[config.mk]
export PLATFORM = sky130hd
export DESIGN_NAME = pulse_frame_decoder
export DESIGN_NICKNAME = d
export VERILOG_FILES = /design/src/rtl/pfd_pkg.sv /design/src/rtl/pfd_edge.sv /design/src/rtl/pfd_counter.sv /design/src/rtl/pfd_decode.sv /design/src/rtl/pulse_frame_decoder.sv
export SDC_FILE = /design/constraint.sdc
export NUM_CORES = 1
export LEC_CHECK = 0
export ABC_AREA = 0
export BUFFER_PORTS_ARGS = -buffer_cell sky130_fd_sc_hd__buf_2
export CAP_MARGIN = 20
export CORE_ASPECT_RATIO = 0.8
export CORE_MARGIN = 3
export CORE_UTILIZATION = 30
export CTS_CLUSTER_SIZE = 24
export DETAILED_ROUTE_END_ITERATION = 10
export HOLD_SLACK_MARGIN = 0.02
export PLACE_DENSITY = 0.56
export SETUP_SLACK_MARGIN = 0.02
export SLEW_MARGIN = 20
export SYNTH_ARGS = -nofsm -noshare
export SYNTH_HDL_FRONTEND = slang
export SYNTH_HIERARCHICAL = 1
export SYNTH_SLANG_ARGS = --single-unit
export TNS_END_PERCENT = 10
[constraint.sdc]
create_clock -name clk -period 1.99 [get_ports clk]
set_input_delay 0.398 -clock clk [delete_from_list [all_inputs] [get_ports clk]]
set_output_delay 0.398 -clock clk [all_outputs]
set_load 0.01 [all_outputs]
[src/rtl/pfd_pkg.sv]
package pfd_pkg;

  // Frame classification: a long frame wins over every other outcome.
  function automatic bit pfd_is_over(int unsigned total, int unsigned over_total);
    return total > over_total;
  endfunction

  function automatic bit pfd_is_short(int unsigned total, int unsigned offset,
                                      int unsigned over_total);
    return (total < offset) && !(total > over_total);
  endfunction

  // Decoded value for a frame total.
  function automatic int unsigned pfd_value(int unsigned total, int unsigned offset,
                                            int unsigned over_total, int unsigned sat);
    if (total > over_total) return sat;
    if (total < offset) return 0;
    return total - offset;
  endfunction

endpackage

[src/rtl/pfd_edge.sv]
module pfd_edge (
  input  logic clk,
  input  logic rst_n,
  input  logic sample_en,
  input  logic frame_i,
  output logic open_o,
  output logic close_o,
  output logic inside_o
);
  logic frame_q;

  always_ff @(posedge clk) begin
    if (!rst_n)         frame_q <= 1'b0;
    else if (sample_en) frame_q <= frame_i;
  end

  assign open_o   = sample_en &  frame_i & ~frame_q;
  assign close_o  = sample_en & ~frame_i &  frame_q;
  assign inside_o = sample_en &  frame_i &  frame_q;
endmodule

[src/rtl/pfd_counter.sv]
module pfd_counter #(
  parameter int CNT_W = 16
) (
  input  logic             clk,
  input  logic             rst_n,
  input  logic             open_i,
  input  logic             step_i,
  input  logic             pulse_i,
  output logic [CNT_W-1:0] count_o
);
  localparam logic [CNT_W-1:0] CNT_TOP = '1;

  logic [CNT_W-1:0] cnt_q;

  always_ff @(posedge clk) begin
    if (!rst_n)
      cnt_q <= '0;
    else if (open_i)
      cnt_q <= {{(CNT_W-1){1'b0}}, pulse_i};
    else if (step_i && pulse_i && cnt_q != CNT_TOP)
      cnt_q <= cnt_q + 1'b1;
  end

  assign count_o = cnt_q;
endmodule

[src/rtl/pfd_decode.sv]
module pfd_decode
  import pfd_pkg::*;
#(
  parameter int CNT_W      = 16,
  parameter int RES_W      = 15,
  parameter int OFFSET     = 10001,
  parameter int OVER_TOTAL = 30002,
  parameter int SAT_VALUE  = 20000
) (
  input  logic             clk,
  input  logic             rst_n,
  input  logic             close_i,
  input  logic [CNT_W-1:0] count_i,
  output logic             done_o,
  output logic [RES_W-1:0] value_o,
  output logic             over_o,
  output logic             short_o
);
  logic [31:0] total;
  assign total = 32'(count_i);

  always_ff @(posedge clk) begin
    if (!rst_n) begin
      done_o  <= 1'b0;
      value_o <= '0;
      over_o  <= 1'b0;
      short_o <= 1'b0;
    end else begin
      done_o <= close_i;
      if (close_i) begin
        value_o <= RES_W'(pfd_value(total, OFFSET, OVER_TOTAL, SAT_VALUE));
        over_o  <= pfd_is_over(total, OVER_TOTAL);
        short_o <= pfd_is_short(total, OFFSET, OVER_TOTAL);
      end
    end
  end
endmodule

[src/rtl/pulse_frame_decoder.sv]
module pulse_frame_decoder #(
  parameter int OFFSET     = 10001,
  parameter int OVER_TOTAL = 30002,
  parameter int SAT_VALUE  = 20000,
  parameter int MIN_CAP    = 40002,
  localparam int CNT_W     = $clog2(MIN_CAP + 1),
  localparam int RES_W     = $clog2(OVER_TOTAL - OFFSET + 1)
) (
  input  logic             clk,
  input  logic             rst_n,
  input  logic             sample_en,
  input  logic             frame_i,
  input  logic             pulse_i,
  output logic             done_o,
  output logic [RES_W-1:0] value_o,
  output logic             overrange_o,
  output logic             malformed_o
);
  // Internal events, named for the checker.
  logic             frame_open;
  logic             frame_close;
  logic             frame_inside;
  logic [CNT_W-1:0] pulse_count;

  pfd_edge u_edge (
    .clk      (clk),
    .rst_n    (rst_n),
    .sample_en(sample_en),
    .frame_i  (frame_i),
    .open_o   (frame_open),
    .close_o  (frame_close),
    .inside_o (frame_inside)
  );

  pfd_counter #(.CNT_W(CNT_W)) u_count (
    .clk    (clk),
    .rst_n  (rst_n),
    .open_i (frame_open),
    .step_i (frame_inside),
    .pulse_i(pulse_i),
    .count_o(pulse_count)
  );

  pfd_decode #(
    .CNT_W     (CNT_W),
    .RES_W     (RES_W),
    .OFFSET    (OFFSET),
    .OVER_TOTAL(OVER_TOTAL),
    .SAT_VALUE (SAT_VALUE)
  ) u_dec (
    .clk    (clk),
    .rst_n  (rst_n),
    .close_i(frame_close),
    .count_i(pulse_count),
    .done_o (done_o),
    .value_o(value_o),
    .over_o (overrange_o),
    .short_o(malformed_o)
  );
endmodule

[Yosys cells after proc, flatten, opt, wreduce, memory -nomap -nowiden]
Index checks and enable logic that the tools add are counted.
Operators by class
  $add $sub $neg: 2
  multipliers: 0
  divide/modulo/power cells: 0
  $lt $le $gt $ge: 2
  eq/ne operators: 1
  shift-type cells: 0
  muxes and demuxes: 13
  bitwise operators: 8
  reduce and logical (&&, ||, !) cells: 6
Operators by type and width (number)
  $mux 15: 4
  $add 16x1->16 const B: 1
  $gt 16x15->1 const B: 1
  $lt 16x14->1 const B: 1
  $ne 16x16->1 const B: 1
  $sub 15x14->15 const B: 1
  $mux 1: 9
  $and 1x1->1: 5
  $logic_and 1x1->1: 3
  $not 1->1: 3
  $reduce_bool 2->1: 1
  $reduce_or 2->1: 1
  $logic_not 1->1: 1
Word-level totals
  register bits: 35
  latch bits: 0
  RAM bits: 0
  bits in read-only memories: 0
  bits of input ports: 5
  memories kept: 0

[Longest topological paths before layout]
Gate-level depths: netlist of run 1.
  depth in word-level cells: 10
  gate-level depth with buffers: 7
  gate-level depth less buffers: 7

[By module]
Netlist of run 1, hierarchy kept.
By module, submodules not included
  pfd_decode: times used 1, cells an instance 115, area an instance 1012.2 µm², sequential area each 360.3 µm²
  pfd_counter: times used 1, cells an instance 99, area an instance 810.8 µm², sequential area each 320.3 µm²
  pfd_edge: times used 1, cells an instance 7, area an instance 58.8 µm², sequential area each 20.0 µm²

[Worst setup path before layout of run 1]
No wires, ideal clock.
  kind: flip-flop to flip-flop
  start: register u_count.cnt_q[0] (netlist: u_count/count_o[0])
  end: register u_count.cnt_q[14] (netlist: u_count/count_o[14])
  setup time: 0.070 ns
  arrival: 1.866 ns
  slack: 0.053 ns
  stages on the path, launching flop included: 7
  path buffers: 1
  period minus slack after synthesis: 1.937 ns
  cell sequence: dfxtp_1 > ha_1 > nand3_1 > or3_1 > buf_2 > or4_1 > a21oi_1
On the way
  word-level cells in the longest chain between the ends: 2
  elaborated cells on any way between the ends: 3
RTL lines
  from (decl): RTL line pfd_counter.sv:13  | logic [CNT_W-1:0] cnt_q;
  from (signal assigned): RTL line pfd_counter.sv:19  | cnt_q <= {{(CNT_W-1){1'b0}}, pulse_i};
  from (signal assigned): RTL line pfd_counter.sv:21  | cnt_q <= cnt_q + 1'b1;
  parallel branches: the longest is 2 deep, another holds $add 16x1->16
Several ways; the timed one is not identified.
A chain may end at the register's enable or synchronous reset.

[Worst setup path after layout of run 1]
  start: register u_count.cnt_q[0] (netlist: u_count/count_o[0])
  end: register u_dec.value_o[12]
On the way
  word-level cells in the longest chain between the ends: 7
  elaborated cells on any way between the ends: 13
RTL lines
  $lt 16x14->1: RTL line pfd_pkg.sv:17  | if (total < offset) return 0;
  $mux 1 (2 in a row): RTL line pfd_pkg.sv:17
  $mux 1: RTL line pfd_decode.sv:30  | if (close_i) begin
  $mux 1: RTL line pfd_decode.sv:23  | if (!rst_n) begin
  $mux 15: RTL line pfd_pkg.sv:18  | return total - offset;
  $mux 15 (*): RTL line pfd_pkg.sv:17
  to (signal assigned): RTL line pfd_decode.sv:31  | value_o <= RES_W'(pfd_value(total, OFFSET, OVER_TOTAL, SAT_VALUE));
  to (decl): RTL line pfd_decode.sv:15  | output logic [RES_W-1:0] value_o,
Every way passes the cells marked *; elsewhere a longest branch is shown, timed or not. The select of a mux whose other input is x is not followed.

==> key figures, run 1 <==
Floorplan
  • Top Ports: 23
  • DIE AREA: 0.00727 mm2
  • Die Y: 76.8 um
  • Rows: 25
  • Area of the core: 0.00601 mm2
  • Die extent in x: 94.6 um
  • Initial Util: 0.313

Worst setup path
  • Crit path launch: u_count/count_o[0]
  • Crit Path Category: reg -> reg
  • Reg2Reg Launch Point: u_count/count_o[0]
  • Worst-path fanout max: 4
  • WP data arrival: 2080 ps
  • WP data required: 2180 ps
  • CP Capture Type: flop
  • Crit path launch type: flop

Yosys
  • Synth cell count leaders: dfxtp_1 (35), nand2_1 (28), a21oi_1 (19), o21ai_0 (13)
  • Synthesis Warnings: 6
  • Area share of the largest cell type after synthesis: 0.372
  • Netlist cell types: 48
  • Synthesized instance count: 221
  • Count leader, synth: dfxtp_1
  • Syn nets: 229
  • Synth top area cells: dfxtp_1 (37%), nand2_1 (5.6%), a21oi_1 (5.1%)
  • Cell taking the most area after synthesis: dfxtp_1
  • Post-synth EDFFs: 0
  • Asr flop ratio synth: 0
  • Synth Flop Type: dfxtp_1
  • Yosys reg bits: 35
  • Sequential fraction of the synthesis area: 0.372
  • Post-synth design cell area: 0.00188 mm2
  • Avg Cell Area, Syn: 8.51 um2

Route
  • Drc violations: 0
  • DRT Wirelength: 4690 um
  • Avg WL per Cell: 13.6 um
  • Iteration-0 DRC Markers: 78
  • Drt pass-1 iters: 4
  • Routed vias/inst: 5.12
  • Vias: 1766
  • ANT nets after route: 0

Timing
  • Min Tclk post-route: 1890 ps
  • Slew @ Worst Pin: 642 ps
  • Post-route clock period utilization: 0.950
  • RSZ-0062 raised after global routing: true
  • Rel. slew slack: 0.571
  • Final Skew: 10.0 ps
  • Final Hold Viols: 0
  • Fmax: 529 MHz
  • Post-route setup slack: 99.2 ps
  • Final setup viols: 0
  • Setup TNS: 0 ps
  • Slew Limit Fails: 0

Power
  • Pwr/cell area: 607 mW/mm2
  • VDD IR-drop max: 0.354 mV
  • Leakage power total: 0.878 nW

Clock tree
  • Clk Latency, worst-skew pair: 290 ps
  • Root buf cell: clkbuf_8
  • Post-CTS Hold Buffers: 0
  • Longest Clk Path Bufs: 2
  • TritonCTS buffer count: 5
  • CTS tree: built
  • H-tree Lvls: 2
  • Post-cts resize count: 0
  • CTS clk-pin slew, worst paths: 80 ps
  • CTS sink cnt: 35
  • Post-CTS setup buffer count: 0

Run status
  • Status: completed

Final layout
  • Layout cells sized above 1: 0.250
  • Synth-to-Final Area Change: 25.1%
  • Post-Layout Cell Count: 345
  • # nets final: 271
  • Antenna cells: 0
  • Fin util: 0.392

Global route
  • Number of global-route vias before repair: 1646
  • Total track usage: 0.138
  • Total grt overflow: 0
  • First-pass GRT wire length: 8110 um
  • Antenna violations before repair: 0
  • Largest net degree at the start of global routing: 16

Placed design
  • Port Buf Inserts: 22
  • Pre-CTS WS: 21.3 ps
  • Post-Place Cells: 337
  • Placer congestion estimate: 0.836
  • DP HPWL: 3470 um

Worst hold path
  • Tightest Hold Check Type: in -> reg
  • HP Start: frame_i

Flow run
  • Max-Cap Viols: 0
-- cell type report --
type                            count  area [um2]
Clock buffer                        5        68.8
Clock inverter                      3        43.8
Fill cell                         632        3650
Inverter                            6        22.5
Multi-Input combinational cell    173        1150
Sequential cell                    35         702
Tap cell                           81         101
Timing Repair Buffer               42         260
-- report_power, final --
group / internal (mW) / switching [mW] / total (mW)
logic: 0.0273 / 0.0406 / 0.0679
registers: 0.706 / 0.00419 / 0.710
clock network: 0.373 / 0.277 / 0.650
total: 1.11 / 0.322 / 1.43
-- per-stage QoR --
step / area (um2) / hold WS, ps / power [mW]
CTS: 2320 / 390 / 1.45
global route: 2350 / 413 / 1.49
finish: 2350 / 396 / 1.43
global placement: 2210 / 434 / 0.794
floorplan: 1880 / 465 / 0.766
detailed placement: 2210 / 437 / 0.795
-- worst max-delay path, cell delays in order, from the launching register on --
cell       delay [ps]
dfxtp_1           340
inv_1              90
ha_1              170
or3b_4            430
a2111oi_4         400
o21bai_1          120
xor2_1            180
o21ai_2            70
-- layer usage --
metal	wire length, um	GRT usage	up-vias
li1	-	-	905
met1	2500	0.210	822
met2	1940	0.193	37
met3	239	0.0382	2
met4	12	0.0259	0
met5	0	0	-
-- path summary, 6_finish.rpt --
| check | cells past startpoint | end | slack, ps |
|---|---|---|---|
| max | 7 | u_dec/value_o[12] | 100 |
| min reg2reg | 2 | u_dec/value_o[13] | 440 |
| min | 3 | u_edge/frame_q | 400 |
| max reg2reg | 7 | u_dec/value_o[12] | 100 |
-- registers in the layout, summed over array words and instances (netlist names) --
name and flops:
u_dec/value_o 15, u_edge/frame_q 1, u_dec/done_o 1, u_dec/over_o 1
u_dec/short_o 1, u_count/count_o 16
-- placed cells by master (no fill, tap or decap), drive strengths merged, types with 2 or more instances in the layout --
| cell | n |
|---|---|
| a21oi | 20 |
| a31oi | 2 |
| and2 | 5 |
| and3 | 3 |
| buf | 42 |
| clkbuf | 5 |
| clkinv | 2 |
| dfxtp | 35 |
| ha | 3 |
| inv | 6 |
| mux2i | 4 |
| nand2 | 28 |
| nand2b | 3 |
| nand3 | 8 |
| nand4 | 5 |
| nor2 | 6 |
| nor2b | 2 |
| nor3 | 5 |
| nor4 | 3 |
| o21a | 2 |
| o21ai | 23 |
| o311ai | 2 |
| o31ai | 5 |
| o41ai | 4 |
| or3 | 7 |
| or4 | 7 |
| xnor2 | 9 |
| xor2 | 4 |
-- cells by family (layout without fill, tap and decap cells) --
group | Yosys count | count (layout) | synth area share
adder cells (fa/ha/maj) | 3 | 3 | 0.0199
buffers and inverters | 13 | 56 | 0.0286
flip-flops | 35 | 35 | 0.372
XOR/XNOR | 13 | 13 | 0.0605
AND/OR/NAND/NOR | 88 | 88 | 0.262
multiplexers | 4 | 4 | 0.0213
AO/OA/AOI/OAI | 65 | 65 | 0.235
No activity file was read; power rests on OpenSTA's default activity.
==> run 2, diff against run 1 <==
--- a/config.mk
+++ b/config.mk
@@ -15,6 +15,7 @@
 export DETAILED_ROUTE_END_ITERATION = 10
 export HOLD_SLACK_MARGIN = 0.02
 export PLACE_DENSITY = 0.56
+export REMOVE_ABC_BUFFERS = 1
 export SETUP_SLACK_MARGIN = 0.02
 export SLEW_MARGIN = 20
 export SYNTH_ARGS = -nofsm -noshare
==> run 2 against run 1 <==
Critical path type unchanged. Final area fell by 1.7%. Global-route usage barely moved. Clock skew fell by 2.8 ps. Routed wire length barely moved. Critical endpoint is now u_dec/value_o[8]. Highest routed layer unchanged. Clock-buffer cell count rose by 1.
==> key figures, run 2 (synthesis gave the netlist of run 1 again) <==
Final layout
  • # nets final: 271
  • Commonest non-fill, non-tap cell in the layout: dfxtp_1
  • Fill count: 654
  • Sequential Area: 706 um2
  • Post-Layout Cell Count: 345
  • Area of the multi-input gates: 0.00114 mm2
  • Antenna cells: 0
  • Layout cells sized above 1: 0.246
  • Synth-to-Final Area Change: 22.9%
  • Most frequent cells in the layout: dfxtp_1 (31), nand2_1 (28), buf_2 (22), buf_4 (20), a21oi_1 (19)
  • Max FFs per register: 16

Timing
  • RSZ-0062 raised after global routing: true
  • Post-route clock period utilization: 0.947
  • Min Tclk post-route: 1880 ps
  • Setup TNS: 0 ps
  • Slew @ Worst Pin: 636 ps
  • Slew Limit Fails: 0
  • Rel. slew slack: 0.575
  • Final setup viols: 0
  • Fmax: 531 MHz
  • Final Hold Viols: 0
  • Final Skew: 7.27 ps

Clock tree
  • TritonCTS buffer count: 5
  • CTS sink cnt: 35
  • H-tree Lvls: 2
  • Clk Latency, worst-skew pair: 290 ps
  • CTS tree: built
  • Post-CTS Hold Buffers: 0
  • Longest Clk Path Bufs: 2
  • Root buf cell: clkbuf_8
  • CTS clk-pin slew, worst paths: 70 ps

Power
  • NetSw: 0.309 mW
  • VDD IR-drop max: 0.226 mV
  • Pwr/cell area: 556 mW/mm2
  • Clock power frac: 0.395
  • Leakage power total: 0.848 nW
  • Sequential share of power: 0.552
  • Internal power: 0.978 mW
  • Part of the power in combinational logic: 0.053
  • Switching Share: 0.240

Route
  • DRT Wirelength: 4690 um
  • Avg WL per Cell: 13.6 um
  • Routed vias/inst: 5.17
  • Vias: 1784
  • ANT nets after route: 0
  • Iteration-0 DRC Markers: 74
  • Drt pass-1 iters: 4
  • Drc violations: 0

Worst setup path
  • CP Capture Type: flop
  • WP data required: 2170 ps
  • Crit path launch type: flop
  • WP data arrival: 2070 ps
  • Reg2Reg Launch Point: u_count/count_o[0]
  • Crit Path Category: reg -> reg
  • Worst-path fanout max: 5
  • Crit path launch: u_count/count_o[0]

Flow run
  • Max-Cap Viols: 0

Run status
  • Status: completed

Floorplan
  • Initial Util: 0.313
  • Die Y: 76.8 um
  • Die extent in x: 94.6 um
  • Top Ports: 23
  • Area of the core: 0.00601 mm2
  • Rows: 25
  • DIE AREA: 0.00727 mm2

Global route
  • First-pass GRT wire length: 8000 um
  • Number of global-route vias before repair: 1663
  • Total track usage: 0.138
  • Total grt overflow: 0
  • Largest net degree at the start of global routing: 15
  • Antenna violations before repair: 0

Placed design
  • DP HPWL: 3480 um
  • Port Buf Inserts: 22
  • Placer congestion estimate: 0.835
  • Post-Place Cells: 336

Worst hold path
  • HP Start: frame_i
  • Tightest Hold Check Type: in -> reg
-- run 2: stage by stage --
stage / utilization / area (um2) / hold WS, ps / setup slack [ps] / power, mW
3_3_place_gp: 0.367 / 2200 / 433 / 82.0 / 0.793
5_1_grt: 0.385 / 2310 / 408 / 15.2 / 1.36
2_1_floorplan: - / 1850 / 465 / -85.4 / 0.764
6_report: 0.385 / 2310 / 378 / 106 / 1.29
4_1_cts: 0.381 / 2290 / 369 / 31.2 / 1.31
3_5_place_dp: 0.367 / 2200 / 435 / 36.0 / 0.794
-- run 2: cell type report --
type	count	share of cell area
multi-input combinational	173	0.492
sequential	35	0.305
timing repair buffer	42	0.112
tap	81	0.0438
clock buffer	6	0.0314
inverter	6	0.00973
clock inverter	2	0.00541
-- run 2: worst paths after layout --
kind | slack, ps | endpoint | cells after the start
min reg2reg | 440 | u_dec/value_o[6] | 2
max | 110 | u_dec/value_o[8] | 7
max reg2reg | 110 | u_dec/value_o[8] | 7
min | 380 | u_edge/frame_q | 3
-- run 2: repair_timing --
item	in CTS	in global routing
buffers inserted	0	1
gates resized for setup	0	5
endpoints found under the setup margin	0	16
-- run 2: power by group through the flow --
stage / Sequential, mW / Clock (mW) / Combinational [mW]
2_1_floorplan: 0.729 / 0 / 0.0353
3_3_place_gp: 0.726 / 0 / 0.0668
3_5_place_dp: 0.727 / 0 / 0.0676
4_1_cts: 0.710 / 0.533 / 0.0677
5_1_grt: 0.712 / 0.575 / 0.0752
6_report: 0.711 / 0.509 / 0.0677
-- run 2: critical path, stage by stage, from the launching register on --
cell and delay [ps]:
dfxtp_2 340, inv_1 80, ha_1 170, or3b_4 430, a2111oi_4 360, buf_4 180, xor2_1 150, o21ai_1 70
-- run 2: routing by layer --
metal,vias up,global-route usage,part of all wire
met1,834,0.193,0.52
met5,-,0,0
met3,5,0.0500,0.051
met2,39,0.205,0.43
li1,906,-,-
met4,0,0.0259,0.0077
==> run 3, diff against run 2 <==
--- a/config.mk
+++ b/config.mk
@@ -10,11 +10,11 @@
 export CAP_MARGIN = 20
 export CORE_ASPECT_RATIO = 0.8
 export CORE_MARGIN = 3
-export CORE_UTILIZATION = 30
+export CORE_UTILIZATION = 40
 export CTS_CLUSTER_SIZE = 24
 export DETAILED_ROUTE_END_ITERATION = 10
 export HOLD_SLACK_MARGIN = 0.02
-export PLACE_DENSITY = 0.56
+export PLACE_DENSITY = 0.69
 export REMOVE_ABC_BUFFERS = 1
 export SETUP_SLACK_MARGIN = 0.02
 export SLEW_MARGIN = 20
==> run 3 against run 2 <==
Sequential share of layout area shrank 0.12 points. Routed wire length grew 0.32%. Final area is essentially flat. Combinational power is essentially flat. Setup slack lost 47 ps.
==> key figures, run 3 (synthesis gave the netlist of run 1 again) <==
Power
  • VDD IR-drop max: 0.299 mV
  • Switching Share: 0.230
  • Clock power frac: 0.403
  • Tot Pwr: 1.31 mW
  • Part of the power in combinational logic: 0.052
  • NetSw: 0.300 mW
  • Leakage power total: 0.865 nW
  • Internal power: 1.01 mW
  • Pwr/cell area: 564 mW/mm2
  • Sequential share of power: 0.545

Floorplan
  • Die Y: 67.4 um
  • Top Ports: 23
  • Die extent in x: 82.7 um
  • Rows: 21
  • Initial Util: 0.431
  • DIE AREA: 0.00557 mm2
  • Area of the core: 0.00436 mm2

Route
  • ANT nets after route: 0
  • Vias: 1828
  • Drt pass-1 iters: 4
  • Routed vias/inst: 5.71
  • Drc violations: 0
  • Avg WL per Cell: 14.7 um
  • Iteration-0 DRC Markers: 140
  • DRT Wirelength: 4700 um

Worst setup path
  • Worst-path fanout max: 5
  • Crit Path Category: reg -> reg
  • CP delay by family, top: compound AO/OA/AOI/OAI gates
  • Reg-to-Reg End: u_dec/value_o[12]
  • CP max-delay cell: a2111oi_4
  • Critical path buffer and inverter count: 1
  • R2R cell count: 7
  • Crit-path cells: inv_1, ha_1, or3b_4, a2111oi_4, o21bai_1, xor2_1, o21ai_2
  • WP data required: 2190 ps
  • WP data arrival: 2130 ps
  • Reg2Reg Launch Point: u_count/count_o[0]
  • R2R Setup Slk: 60 ps
  • CP Capture Type: flop
  • Crit path launch: u_count/count_o[0]
  • Max incr delay on CP: 440 ps
  • Crit path launch type: flop

Placed design
  • Pre-CTS WS: 35.5 ps
  • Port Buf Inserts: 22
  • Placed Instance Area: 0.00217 mm2
  • Placer congestion estimate: 0.867
  • DP HPWL: 3350 um

Final layout
  • Layout cells sized above 1: 0.243
  • Most frequent cells in the layout: dfxtp_1 (33), nand2_1 (28), buf_2 (22), buf_4 (19), a21oi_1 (19)
  • Synth-to-Final Area Change: 23.0%
  • Antenna cells: 0
  • Finished Cell Area: 0.00231 mm2
  • Fin util: 0.531
  • Max FFs per register: 16
  • Commonest non-fill, non-tap cell in the layout: dfxtp_1
  • # nets final: 271

Global route
  • First-pass GRT wire length: 7330 um
  • Antenna violations before repair: 0
  • Number of global-route vias before repair: 1517
  • Total track usage: 0.175
  • Total grt overflow: 0
  • Largest net degree at the start of global routing: 15

Timing
  • Slew @ Worst Pin: 516 ps
  • RSZ-0062 raised after global routing: true
  • Final Skew: 9.00 ps
  • Post-route clock period utilization: 0.970
  • Min Tclk post-route: 1930 ps
  • Final Hold Viols: 0
  • Slew Limit Fails: 0
  • Final setup viols: 0
  • Rel. slew slack: 0.653
  • Post-route setup slack: 59.6 ps
  • Hold Slack: 380 ps
  • Fmax: 518 MHz

Clock tree
  • Post-CTS Hold Buffers: 0
  • CTS sink cnt: 35
  • Root buf cell: clkbuf_8
  • CTS clk-pin slew, worst paths: 70 ps
  • Clk Latency, worst-skew pair: 300 ps
  • CTS tree: built
  • Post-cts resize count: 0
  • TritonCTS buffer count: 5
  • Longest Clk Path Bufs: 2
  • Post-CTS setup buffer count: 0
  • H-tree Lvls: 2

Run status
  • Status: completed

Flow run
  • Max-Cap Viols: 0

Worst hold path
  • Hold Path End: u_edge/frame_q
  • Hold path depth: 3
  • Tightest Hold Check Type: in -> reg
  • HP Start: frame_i
[run 3: stage by stage]
stage,TNS (ps),instances
6_report,0,320
5_1_grt,-54.6,320
4_1_cts,0,319
3_5_place_dp,0,312
3_3_place_gp,0,312
2_1_floorplan,-497,214
[run 3: layout make-up]
cell class	count	area (um2)
Clock buffer	6	82.6
Clock inverter	1	5.00
Fill cell	430	2050
Inverter	6	22.5
Multi-Input combinational cell	173	1170
Sequential cell	35	703
Tap cell	57	71.3
Timing Repair Buffer	42	264
[run 3: power by group through the flow]
stage	sequential (mW)	clock, mW	combinational, mW
detailed placement	0.727	0	0.0665
finish	0.711	0.527	0.0680
global placement	0.727	0	0.0652
global route	0.712	0.572	0.0749
floorplan	0.729	0	0.0353
CTS	0.711	0.539	0.0667
[run 3: how the worst max path moves through the flow]
stage / end / cells after the start
2_1_floorplan: u_count/count_o[1] / 4
3_3_place_gp: u_count/count_o[13] / 6
3_5_place_dp: u_dec/value_o[4] / 7
4_1_cts: u_dec/value_o[4] / 7
5_1_grt: u_dec/value_o[9] / 6
6_report: u_dec/value_o[12] / 7
[run 3: worst min-delay path, stage by stage]
cell	delay (ps)
buf_2	110
nand2_1	70
a21boi_1	50
[run 3: routing by layer]
metal | routed length, um | global-route usage | vias to the layer above
met2 | 2080 | 0.251 | 63
li1 | - | - | 908
met1 | 2280 | 0.250 | 848
met5 | 0 | 0 | -
met3 | 296 | 0.0480 | 9
met4 | 49 | 0.0612 | 0
